### config.mk
export PLATFORM = sky130hd
export DESIGN_NAME = split_array_mul
export DESIGN_NICKNAME = d
export VERILOG_FILES = /design/src/rtl/mul_pkg.sv /design/src/rtl/mul_cell.sv /design/src/rtl/rc_add.sv /design/src/rtl/mul_array.sv /design/src/rtl/split_array_mul.sv
export SDC_FILE = /design/constraint.sdc
export NUM_CORES = 1
export LEC_CHECK = 0
export ABC_AREA = 1
export BUFFER_PORTS_ARGS = -buffer_cell sky130_fd_sc_hd__buf_2
export CAP_MARGIN = 10
export CELL_PAD_IN_SITES_DETAIL_PLACEMENT = 0
export CELL_PAD_IN_SITES_GLOBAL_PLACEMENT = 1
export CORE_ASPECT_RATIO = 2
export CORE_MARGIN = 5
export CORE_UTILIZATION = 43
export DETAILED_ROUTE_END_ITERATION = 8
export GPL_TIMING_DRIVEN = 0
export PLACE_DENSITY_LB_ADDON = 0.12
export SLEW_MARGIN = 0
export SYNTH_ARGS = -nofsm -noshare
export SYNTH_HDL_FRONTEND = slang
export SYNTH_HIERARCHICAL = 1
export SYNTH_SLANG_ARGS = --single-unit
### constraint.sdc
create_clock -name vclk -period 10
set_input_delay 1 -clock vclk [all_inputs]
set_output_delay 1 -clock vclk [all_outputs]
set_load 0.1 [all_outputs]
### src/rtl/mul_pkg.sv
package mul_pkg;

   // one-bit full adder: returns {carry, sum}
   function automatic logic [1:0] full_add(input logic p, input logic q, input logic r);
      return {(p & q) | (r & (p ^ q)), p ^ q ^ r};
   endfunction

endpackage

### src/rtl/mul_cell.sv
module mul_cell
   import mul_pkg::*;
(
   input  logic x_bit,
   input  logic y_bit,
   input  logic sum_in,
   input  logic cy_in,
   output logic sum_out,
   output logic cy_out
);
   logic pp;
   assign pp = x_bit & y_bit;
   assign {cy_out, sum_out} = full_add(pp, sum_in, cy_in);
endmodule

### src/rtl/rc_add.sv
module rc_add
   import mul_pkg::*;
#(
   parameter int W = 8
) (
   input  logic [W-1:0] x,
   input  logic [W-1:0] y,
   input  logic         ci,
   output logic [W-1:0] s,
   output logic         co
);
   if (W < 1) begin : g_bad_w
      $error("rc_add: W must be at least 1");
   end

   logic [W:0] cy;
   assign cy[0] = ci;

   for (genvar k = 0; k < W; k++) begin : g_bit
      assign {cy[k+1], s[k]} = full_add(x[k], y[k], cy[k]);
   end

   assign co = cy[W];
endmodule

### src/rtl/mul_array.sv
module mul_array #(
   parameter int W = 4
) (
   input  logic [W-1:0]   x,
   input  logic [W-1:0]   y,
   output logic [2*W-1:0] p
);
   if (W < 2 || W > 16) begin : g_bad_w
      $error("mul_array: W must lie in 2..16");
   end

   // row_s[j][i]: sum out of cell i in row j; row_c[j][i+1]: its carry out
   logic [W-1:0][W-1:0] row_s;
   logic [W-1:0][W:0]   row_c;

   for (genvar j = 0; j < W; j++) begin : g_row
      assign row_c[j][0] = 1'b0;
      for (genvar i = 0; i < W; i++) begin : g_col
         logic s_in;
         if (j == 0) begin : g_first
            assign s_in = 1'b0;
         end else if (i == W-1) begin : g_edge
            assign s_in = row_c[j-1][W];
         end else begin : g_inner
            assign s_in = row_s[j-1][i+1];
         end
         mul_cell u_cell (
            .x_bit  (x[i]),
            .y_bit  (y[j]),
            .sum_in (s_in),
            .cy_in  (row_c[j][i]),
            .sum_out(row_s[j][i]),
            .cy_out (row_c[j][i+1])
         );
      end
      if (j < W-1) begin : g_tap
         assign p[j] = row_s[j][0];
      end
   end

   assign p[2*W-2:W-1] = row_s[W-1];
   assign p[2*W-1]     = row_c[W-1][W];
endmodule

### src/rtl/split_array_mul.sv
module split_array_mul #(
   parameter int HALF_W = 4
) (
   input  logic [2*HALF_W-1:0] a_i,
   input  logic [2*HALF_W-1:0] b_i,
   output logic [4*HALF_W-1:0] prod_o
);
   localparam int OW = 2 * HALF_W;   // operand width
   localparam int PW = 2 * OW;       // product width
   localparam int UW = PW - HALF_W;  // width of the final addition
   localparam int PADW = UW - OW - 1;

   if (HALF_W < 2 || HALF_W > 16) begin : g_bad_half
      $error("split_array_mul: HALF_W must lie in 2..16");
   end

   logic [HALF_W-1:0] a_lo, a_hi, b_lo, b_hi;
   assign a_lo = a_i[HALF_W-1:0];
   assign a_hi = a_i[OW-1:HALF_W];
   assign b_lo = b_i[HALF_W-1:0];
   assign b_hi = b_i[OW-1:HALF_W];

   logic [OW-1:0] q_ll, q_hh, q_hl, q_lh;

   mul_array #(.W(HALF_W)) u_ll (.x(a_lo), .y(b_lo), .p(q_ll));
   mul_array #(.W(HALF_W)) u_hh (.x(a_hi), .y(b_hi), .p(q_hh));
   mul_array #(.W(HALF_W)) u_hl (.x(a_hi), .y(b_lo), .p(q_hl));
   mul_array #(.W(HALF_W)) u_lh (.x(a_lo), .y(b_hi), .p(q_lh));

   // first addition: the two mixed products
   logic [OW-1:0] mid_s;
   logic          mid_c;
   rc_add #(.W(OW)) u_mid (
      .x (q_hl),
      .y (q_lh),
      .ci(1'b0),
      .s (mid_s),
      .co(mid_c)
   );

   // second addition: mixed sum weighted by 2^HALF_W onto {hh, ll}
   logic [UW-1:0] up_x, up_y, fin_s;
   logic          fin_cy;
   assign up_x = {q_hh, q_ll[OW-1:HALF_W]};
   assign up_y = {{PADW{1'b0}}, mid_c, mid_s};

   rc_add #(.W(UW)) u_fin (
      .x (up_x),
      .y (up_y),
      .ci(1'b0),
      .s (fin_s),
      .co(fin_cy)
   );

   assign prod_o = {fin_s, q_ll[HALF_W-1:0]};
endmodule

After elaboration in Yosys (flattened, before gate mapping)
Index checks and enable logic that the tools add are counted.
Storage, ports and cells
  register bits: 0
  bits in latches: 0
  RAM bits: 0
  bits in read-only memories: 0
  input bits: 16
  output and inout port bits: 16
  word-level logic and storage cells: 340
  memories kept: 0
Cells by class
  $add $sub $neg: 0
  $mul: 0
  div/mod/pow operators: 0
  $lt $le $gt $ge: 0
  equality and inequality tests: 0
  shift operators: 0
  muxes and demuxes: 0
  bitwise gates (word level): 340
  reduce and logical (&&, ||, !) cells: 0
Operator list (number)
  $and A1 B1 Y1: 178
  $xor A1 B1 Y1: 115
  $or A1 B1 Y1: 47

Logic depth before layout (Yosys ltp)
Gate-level depths: netlist of the first run.
  word-level depth: 33
  mapped depth: 26
  mapped depth without buffers: 26

Modules after synthesis
Netlist of the first run, hierarchy kept.
Modules (own cells, without submodules)
  mul_cell: instances 64, cells an instance 3, area each 27.5 um^2, sequential area each 0.0 um^2
  rc_add (u_fin): instances 1, cells an instance 22, area each 277.8 um^2, sequential area each 0.0 um^2
  rc_add (u_mid): instances 1, cells an instance 18, area each 197.7 um^2, sequential area each 0.0 um^2
  mul_array: instances 4, cells an instance 2, area each 11.3 um^2, sequential area each 0.0 um^2
  split_array_mul: instances 1, cells an instance 1, area each 3.8 um^2, sequential area each 0.0 um^2

Worst setup path before layout of the first run
Ideal clock, no wire load.
  path type: input to output
  from: in a_i[1]
  to: out prod_o[15]
  arrival time: 9.682 ns
  required time: 9.000 ns
  path slack: -0.682 ns
  cell stages on the path: 23
  path buffers: 0
  path through: nand2_1 > inv_1 > fa_1 > fa_1 > fa_1 > fa_1 > fa_1 > fa_1 > fa_1 > fa_1 > fa_1 > fa_1 > fa_1 > fa_1 > fa_1 > fa_1 > fa_1 > fa_1 > fa_1 > fa_1 > inv_1 > fa_1 > inv_1
RTL lines
  start, declared: RTL line split_array_mul.sv:4  | input logic [2*HALF_W-1:0] a_i,
  end, declared: RTL line split_array_mul.sv:6  | output logic [4*HALF_W-1:0] prod_o

==> run metrics, run 1 <==
total gr overflow=0; routability congestion estimate=0.7419; # hold bufs at CTS=0; Synth Instances=240; Std-Cell Rows=37; register area=0 um2; max cap viols=0; status=completed; synthesized cell area=roughly 0.0023 mm2; WP data arrival=8.93 ns; largest net degree at the start of global routing=9; postcts setup bufs=0; fin. max-slew vios=0; vias in the first global route=1655; DR vias/cell=4.135; die area=a little under 0.007 mm2; Antenna Nets Post-Route=0; Die X=61.52 um; crit path launch=a_i[1]; dpl hpwl=3726 um; Yosys warning total=6; Critical Path Fanout Max=8; Hold Fails Final Rpt=0; endpoint class of the critical path=output port; clock buffer count in the final layout=0; Critical Path Start Type=input port; post-route worst setup slack=0.07062 ns; Hold WC Path Type=input port to output port; Final nets=a little over 400; Initial Utilization=0.4441; RSZ-0062 raised after global routing=yes; detailed router's first-iteration violation count=50; share of layout cells above drive strength 1=0.1842; DP Worst Slack=-0.5466 ns; Layout Cells excl Fill=362; Final period util=0.9929; Layout area overhead=18.59%; final setup fails=0; critical path endpoint=prod_o[15]; via count=1497; Die Ht=113.0 um; detailed-route DRC error count=0; Ant. Diodes=0; Worst EP required=about 9.0 ns; io pins=32; syn_area_per_cell=9.509 um2; Setup CP Type=input port to output port; Fmax=a little over 100 MHz; total core area=0.005139 mm2; FF+latch count=0; placed cells=362; WHS=2.832 ns; first-pass GRT wire length=between 7000 and 8000 um; All-Layer GR Usage=0.1384; Pre-antenna DRT Iters=4; Post-Route WL=approximately 4000 um; DR WL/cell=11.17 um; port bufs=32; post-layout min period=between 9 and 10 ns; initial antenna violation count=0
-- stage by stage --
step / util / TNS [ns] / instance area, um2
finish: 0.5267 / 0 / 2706
global route: 0.5267 / -0.1181 / 2706
CTS: 0.5267 / 0 / 2706
detailed placement: 0.5198 / -0.6147 / 2671
global placement: 0.5198 / -0.4694 / 2671
floorplan: - / 0 / 2439
-- per-layer routing --
metal | vias up | track usage | share of wire
met5 | - | 0 | 0
met2 | 30 | 0.2869 | 0.67
met4 | 0 | 0 | 0.00099
met1 | 747 | 0.1544 | 0.29
met3 | 2 | 0.002283 | 0.043
li1 | 718 | - | -
-- worst max-delay path: stages --
cell,delay (ns)
buf_4,0.15
nand2_1,0.07
inv_1,0.04
fa_1,0.47
fa_2,0.37
fa_2,0.35
fa_2,0.34
fa_1,0.48
fa_2,0.40
fa_1,0.48
fa_2,0.51
fa_2,0.38
fa_2,0.36
fa_2,0.34
fa_2,0.34
fa_2,0.34
fa_2,0.35
fa_2,0.34
fa_2,0.34
fa_2,0.34
fa_2,0.33
inv_1,0.07
fa_1,0.44
clkinvlp_4,0.10
buf_12,0.17
-- layout make-up --
type	count	area, um2
Buffer	4	30.03
Fill cell	521	2432
Multi-Input combinational cell	185	2108
Inverter	83	315.3
Tap cell	58	72.57
Timing Repair Buffer	32	180.2
-- worst min path at each step --
stage	startpoint	slack (ns)	cells after the start	end
2_1_floorplan	b_i[1]	2.64	3	prod_o[1]
3_3_place_gp	b_i[2]	2.86	5	prod_o[2]
3_5_place_dp	b_i[2]	2.85	5	prod_o[2]
4_1_cts	b_i[0]	2.86	5	prod_o[0]
5_1_grt	b_i[0]	2.90	5	prod_o[0]
6_report	b_i[0]	2.83	5	prod_o[0]
-- repair_timing --
item / in CTS / in global routing
setup endpoints to repair: 2 / 1
pin swaps: 9 / 0
gates resized for setup: 12 / 0
-- placed cells by master, fill, tap and decap left out --
cell type	instances
nand2_1	64
buf_2	29
buf_12	1
fa_2	19
fa_1	65
clkinvlp_4	1
buf_4	6
inv_1	82
conb_1	37
Power of run 1 is left out: the tool's default activity adds up to more than one toggle a clock period on the data nets, which glitch-free logic cannot reach.
==> inputs of run 2 (changes only) <==
--- a/config.mk
+++ b/config.mk
@@ -5,14 +5,13 @@
 export SDC_FILE = /design/constraint.sdc
 export NUM_CORES = 1
 export LEC_CHECK = 0
-export ABC_AREA = 1
+export ABC_CLOCK_PERIOD_IN_PS = 10000
 export BUFFER_PORTS_ARGS = -buffer_cell sky130_fd_sc_hd__buf_2
 export CAP_MARGIN = 10
 export CELL_PAD_IN_SITES_DETAIL_PLACEMENT = 0
 export CELL_PAD_IN_SITES_GLOBAL_PLACEMENT = 1
 export CORE_ASPECT_RATIO = 2
-export CORE_MARGIN = 5
-export CORE_UTILIZATION = 43
+export CORE_UTILIZATION = 45
 export DETAILED_ROUTE_END_ITERATION = 8
 export GPL_TIMING_DRIVEN = 0
 export PLACE_DENSITY_LB_ADDON = 0.12
==> run metrics, run 2 <==
Critical Path Fanout Max=8 (unchanged); Die X=51.47 um (-16%); largest net degree at the start of global routing=9 (unchanged); Antenna Nets Post-Route=0 (unchanged); setup TNS=0 ns (unchanged); status=completed; FF+latch count=0 (unchanged); clock buffer count in the final layout=0 (unchanged); post-layout min period=9.988 ns (+0.05889 ns); io pins=32 (unchanged); postcts setup bufs=0 (unchanged); initial antenna violation count=0 (unchanged); Hold WC Path Type=input port to output port; most common cell after layout, fill and taps aside=fa_1; detailed-route DRC error count=0 (unchanged); Critical Path Start Type=input port; Std-Cell Rows=35 (-5.4%); # hold bufs at CTS=0 (unchanged); Yosys warning total=6 (unchanged); total gr overflow=0 (unchanged); register area=0 um2 (unchanged); vias in the first global route=1551 (-6.3%); Final period util=0.9988 (+0.005889); via count=1343 (-10%); DR WL/cell=13.77 um (+23%); Die Ht=100.9 um (-11%); All-Layer GR Usage=0.1915 (+0.05312); FILL cells=446 (-14%); DR vias/cell=4.553 (+10%); multi-input gate area in the final layout=0.002271 mm2 (+7.7%); fin. max-slew vios=0 (unchanged); Pre-antenna DRT Iters=4 (unchanged); total core area=0.004642 mm2 (-9.7%); share of layout cells above drive strength 1=0.2417 (+0.05746); max cap viols=0 (unchanged); Ant. Diodes=0 (unchanged); Initial Utilization=0.4744 (+0.03027); synthesized cell area=0.002202 mm2 (-3.5%); WP data arrival=8.99 ns (+0.06 ns); first-pass GRT wire length=7162 um (-1.2%); Hold Fails Final Rpt=0 (unchanged); Final nets=342 (-16%); Worst EP required=9.00 ns (about the same); Synth Instances=176 (-27%); port bufs=32 (unchanged); most frequent cells in the layout=65 x fa_1, 63 x and2_1, 37 x conb_1; Layout area overhead=19.83%; dpl hpwl=3687 um (-1.0%); die area=0.005194 mm2 (-25%); syn_area_per_cell=12.51 um2 (+32%); Setup CP Type=input port to output port; RSZ-0062 raised after global routing=yes; Post-Route WL=4061 um (+0.47%); routability congestion estimate=0.7677 (+3.5%); Hold Path Depth=4 (-1); final setup fails=0 (unchanged); Fmax=100.1 MHz (-0.59%); endpoint class of the critical path=output port; detailed router's first-iteration violation count=10 (-80%)
[run 2: changes by cell type in the layout (fill, tap and decap cells not counted), sizes merged]
cell | before | now
and2 | 0 | 64
buf | 36 | 35
clkbuf | 0 | 1
inv | 82 | 18
nand2 | 64 | 0
[run 2: area by class of cell]
cell class	count	area share
plain buffers	4	0.01138
inverters	19	0.02845
multi-input cells	185	0.8606
well taps	55	0.02608
repair buffers	32	0.07349
[run 2: worst max-delay path: stages]
cell and delay, ns:
buf_8 0.11, and2_4 0.15, fa_1 0.47, fa_2 0.38, fa_2 0.48, fa_2 0.38
fa_2 0.36, fa_2 0.39, fa_1 0.55, fa_2 0.46, fa_2 0.38, fa_2 0.34
fa_2 0.34, fa_2 0.35, fa_2 0.35, fa_2 0.34, fa_2 0.35, fa_2 0.34
fa_2 0.36, fa_2 0.34, inv_2 0.06, fa_1 0.44, clkinvlp_4 0.10, buf_12 0.16
[run 2: worst paths after layout]
check | from | end | slack [ns]
setup / recovery | a_i[1] | prod_o[15] | 0.01
hold / removal | b_i[0] | prod_o[0] | 2.81
[run 2: what timing repair did]
action / in CTS / in global routing
endpoints found under the hold margin: 0 / 0
pin swaps: 10 / 1
setup endpoints to repair: 2 / 2
gates resized for setup: 14 / 1
[run 2: layer usage]
metal	up-vias	track usage	part of all wire
met1	719	0.1967	0.30
met4	0	0.008316	0.0054
met5	-	0	0
met2	29	0.4176	0.68
met3	2	0.001508	0.021
li1	593	-	-
[run 2: through the flow]
step	utilization	instance area [um2]	worst slack (ns)	std cells	hold slack [ns]
2_1_floorplan	-	2366	0.04120	208	2.671
3_3_place_gp	0.5590	2595	-0.4336	295	2.880
6_report	0.5685	2639	0.01173	295	2.811
4_1_cts	0.5679	2636	-0.03541	295	2.826
3_5_place_dp	0.5590	2595	-0.4837	295	2.906
5_1_grt	0.5685	2639	-0.1726	295	2.868
Power of run 2 is left out for the same reason.
==> inputs of run 3 (changes only) <==
--- a/config.mk
+++ b/config.mk
@@ -5,13 +5,14 @@
 export SDC_FILE = /design/constraint.sdc
 export NUM_CORES = 1
 export LEC_CHECK = 0
+export ABC_AREA = 1
 export ABC_CLOCK_PERIOD_IN_PS = 10000
 export BUFFER_PORTS_ARGS = -buffer_cell sky130_fd_sc_hd__buf_2
 export CAP_MARGIN = 10
 export CELL_PAD_IN_SITES_DETAIL_PLACEMENT = 0
 export CELL_PAD_IN_SITES_GLOBAL_PLACEMENT = 1
 export CORE_ASPECT_RATIO = 2
-export CORE_UTILIZATION = 45
+export CORE_UTILIZATION = 43
 export DETAILED_ROUTE_END_ITERATION = 8
 export GPL_TIMING_DRIVEN = 0
 export PLACE_DENSITY_LB_ADDON = 0.12
==> run metrics, run 3 (same netlist as run 1, synthesis figures left out) <==
via count=1483 (+10%); # hold bufs at CTS=0 (unchanged); final setup fails=0 (unchanged); detailed-route DRC error count=0 (unchanged); Critical Path Slowest Stage Cell=fa_2; most frequent cells in the layout=82 x inv_1, 65 x fa_1, 64 x nand2_1; Initial Utilization=0.4441 (-0.03027); die area=0.005621 mm2 (+8.2%); dpl hpwl=3853 um (+4.5%); Hold Fails Final Rpt=0 (unchanged); DR WL/cell=11.60 um (-16%); Critical Path Fanout Max=8 (unchanged); clock buffer count in the final layout=0 (unchanged); FF+latch count=0 (unchanged); Final period util=0.9981 (about the same); port bufs=32 (unchanged); register area=0 um2 (unchanged); share of layout cells above drive strength 1=0.1842 (-0.05746); largest net degree at the start of global routing=9 (unchanged); Std-Cell Rows=37 (+5.7%); post-layout min period=9.981 ns (-0.007374 ns); DR vias/cell=4.097 (-10%); Hold Path Depth=5 (+1); total core area=0.005139 mm2 (+11%); design area=0.002706 mm2 (+2.6%); detailed router's first-iteration violation count=14 (+4); io pins=32 (unchanged); Pre-antenna DRT Iters=3 (-1); Die X=53.52 um (+4.0%); Placed Area=0.002671 mm2 (+2.9%); Crit path top cell by count=fa_2; status=completed; vias in the first global route=1715 (+11%); Post-Route WL=4200 um (+3.4%); Die Ht=105.0 um (+4.1%); Fmax=100.2 MHz (about the same); initial antenna violation count=0 (unchanged); Critical Path Max Stage Delay=0.51 ns (-0.04 ns); total gr overflow=0 (unchanged); max cap viols=0 (unchanged); WP data arrival=8.98 ns (about the same); Hold WC Path Type=input port to output port; most common cell after layout, fill and taps aside=inv_1; routability congestion estimate=0.6987 (-9.0%); first-pass GRT wire length=7645 um (+6.7%); Antenna Nets Post-Route=0 (unchanged); Layout area overhead=18.59%; Final nets=406 (+19%); FILL cells=500 (+12%); fin. max-slew vios=0 (unchanged); Worst EP required=9.00 ns (about the same); RSZ-0062 raised after global routing=yes; Ant. Diodes=0 (unchanged); All-Layer GR Usage=0.1892 (-0.002327); Setup CP Type=input port to output port; Critical Path Start Type=input port; endpoint class of the critical path=output port
## run 3: cell count changes in the layout (fill, tap and decap cells not counted), sizes merged
cell    change
nand2      +64
inv        +64
and2       -64
buf         +1
clkbuf      -1
## run 3: critical path: cells and delay by family
family,cells,cell delay (ns)
adder cells (fa/ha/maj),19,7.37
buffers and inverters,5,0.53
AND/OR/NAND/NOR,1,0.07
## run 3: final timing paths
| path | startpoint | end | slack (ns) |
|---|---|---|---|
| max | a_i[1] | prod_o[15] | 0.02 |
| min | b_i[0] | prod_o[0] | 2.83 |
## run 3: timing repair
item / in CTS / in global routing
cloned: 0 / 0
resized for setup: 12 / 0
pin swaps: 5 / 1
buffers inserted: 0 / 0
endpoints found under the setup margin: 2 / 1
## run 3: routing by layer
layer | global-route usage | part of all wire
met5 | 0 | 0
met4 | 0.02820 | 0.023
met3 | 0.001456 | 0.017
met2 | 0.3902 | 0.67
met1 | 0.1957 | 0.29
## run 3: area by class of cell
type | count | area [um2] | share of cell area
repair buffers | 32 | 180.2 | 0.06657
well taps | 58 | 72.57 | 0.02681
inverters | 83 | 315.3 | 0.1165
multi-input cells | 185 | 2108 | 0.7790
plain buffers | 4 | 30.03 | 0.01110
## run 3: stage by stage
step	worst slack, ns	setup TNS, ns	std cells	util	hold WS (ns)
6_report	0.01910	0	362	0.5267	2.832
3_5_place_dp	-0.5704	-0.6493	362	0.5198	2.870
2_1_floorplan	0.02298	0	272	-	2.636
3_3_place_gp	-0.4643	-0.4643	362	0.5198	2.853
5_1_grt	-0.1622	-0.1622	362	0.5267	2.916
4_1_cts	-0.01570	-0.01570	362	0.5267	2.851
Power of run 3 is left out for the same reason.
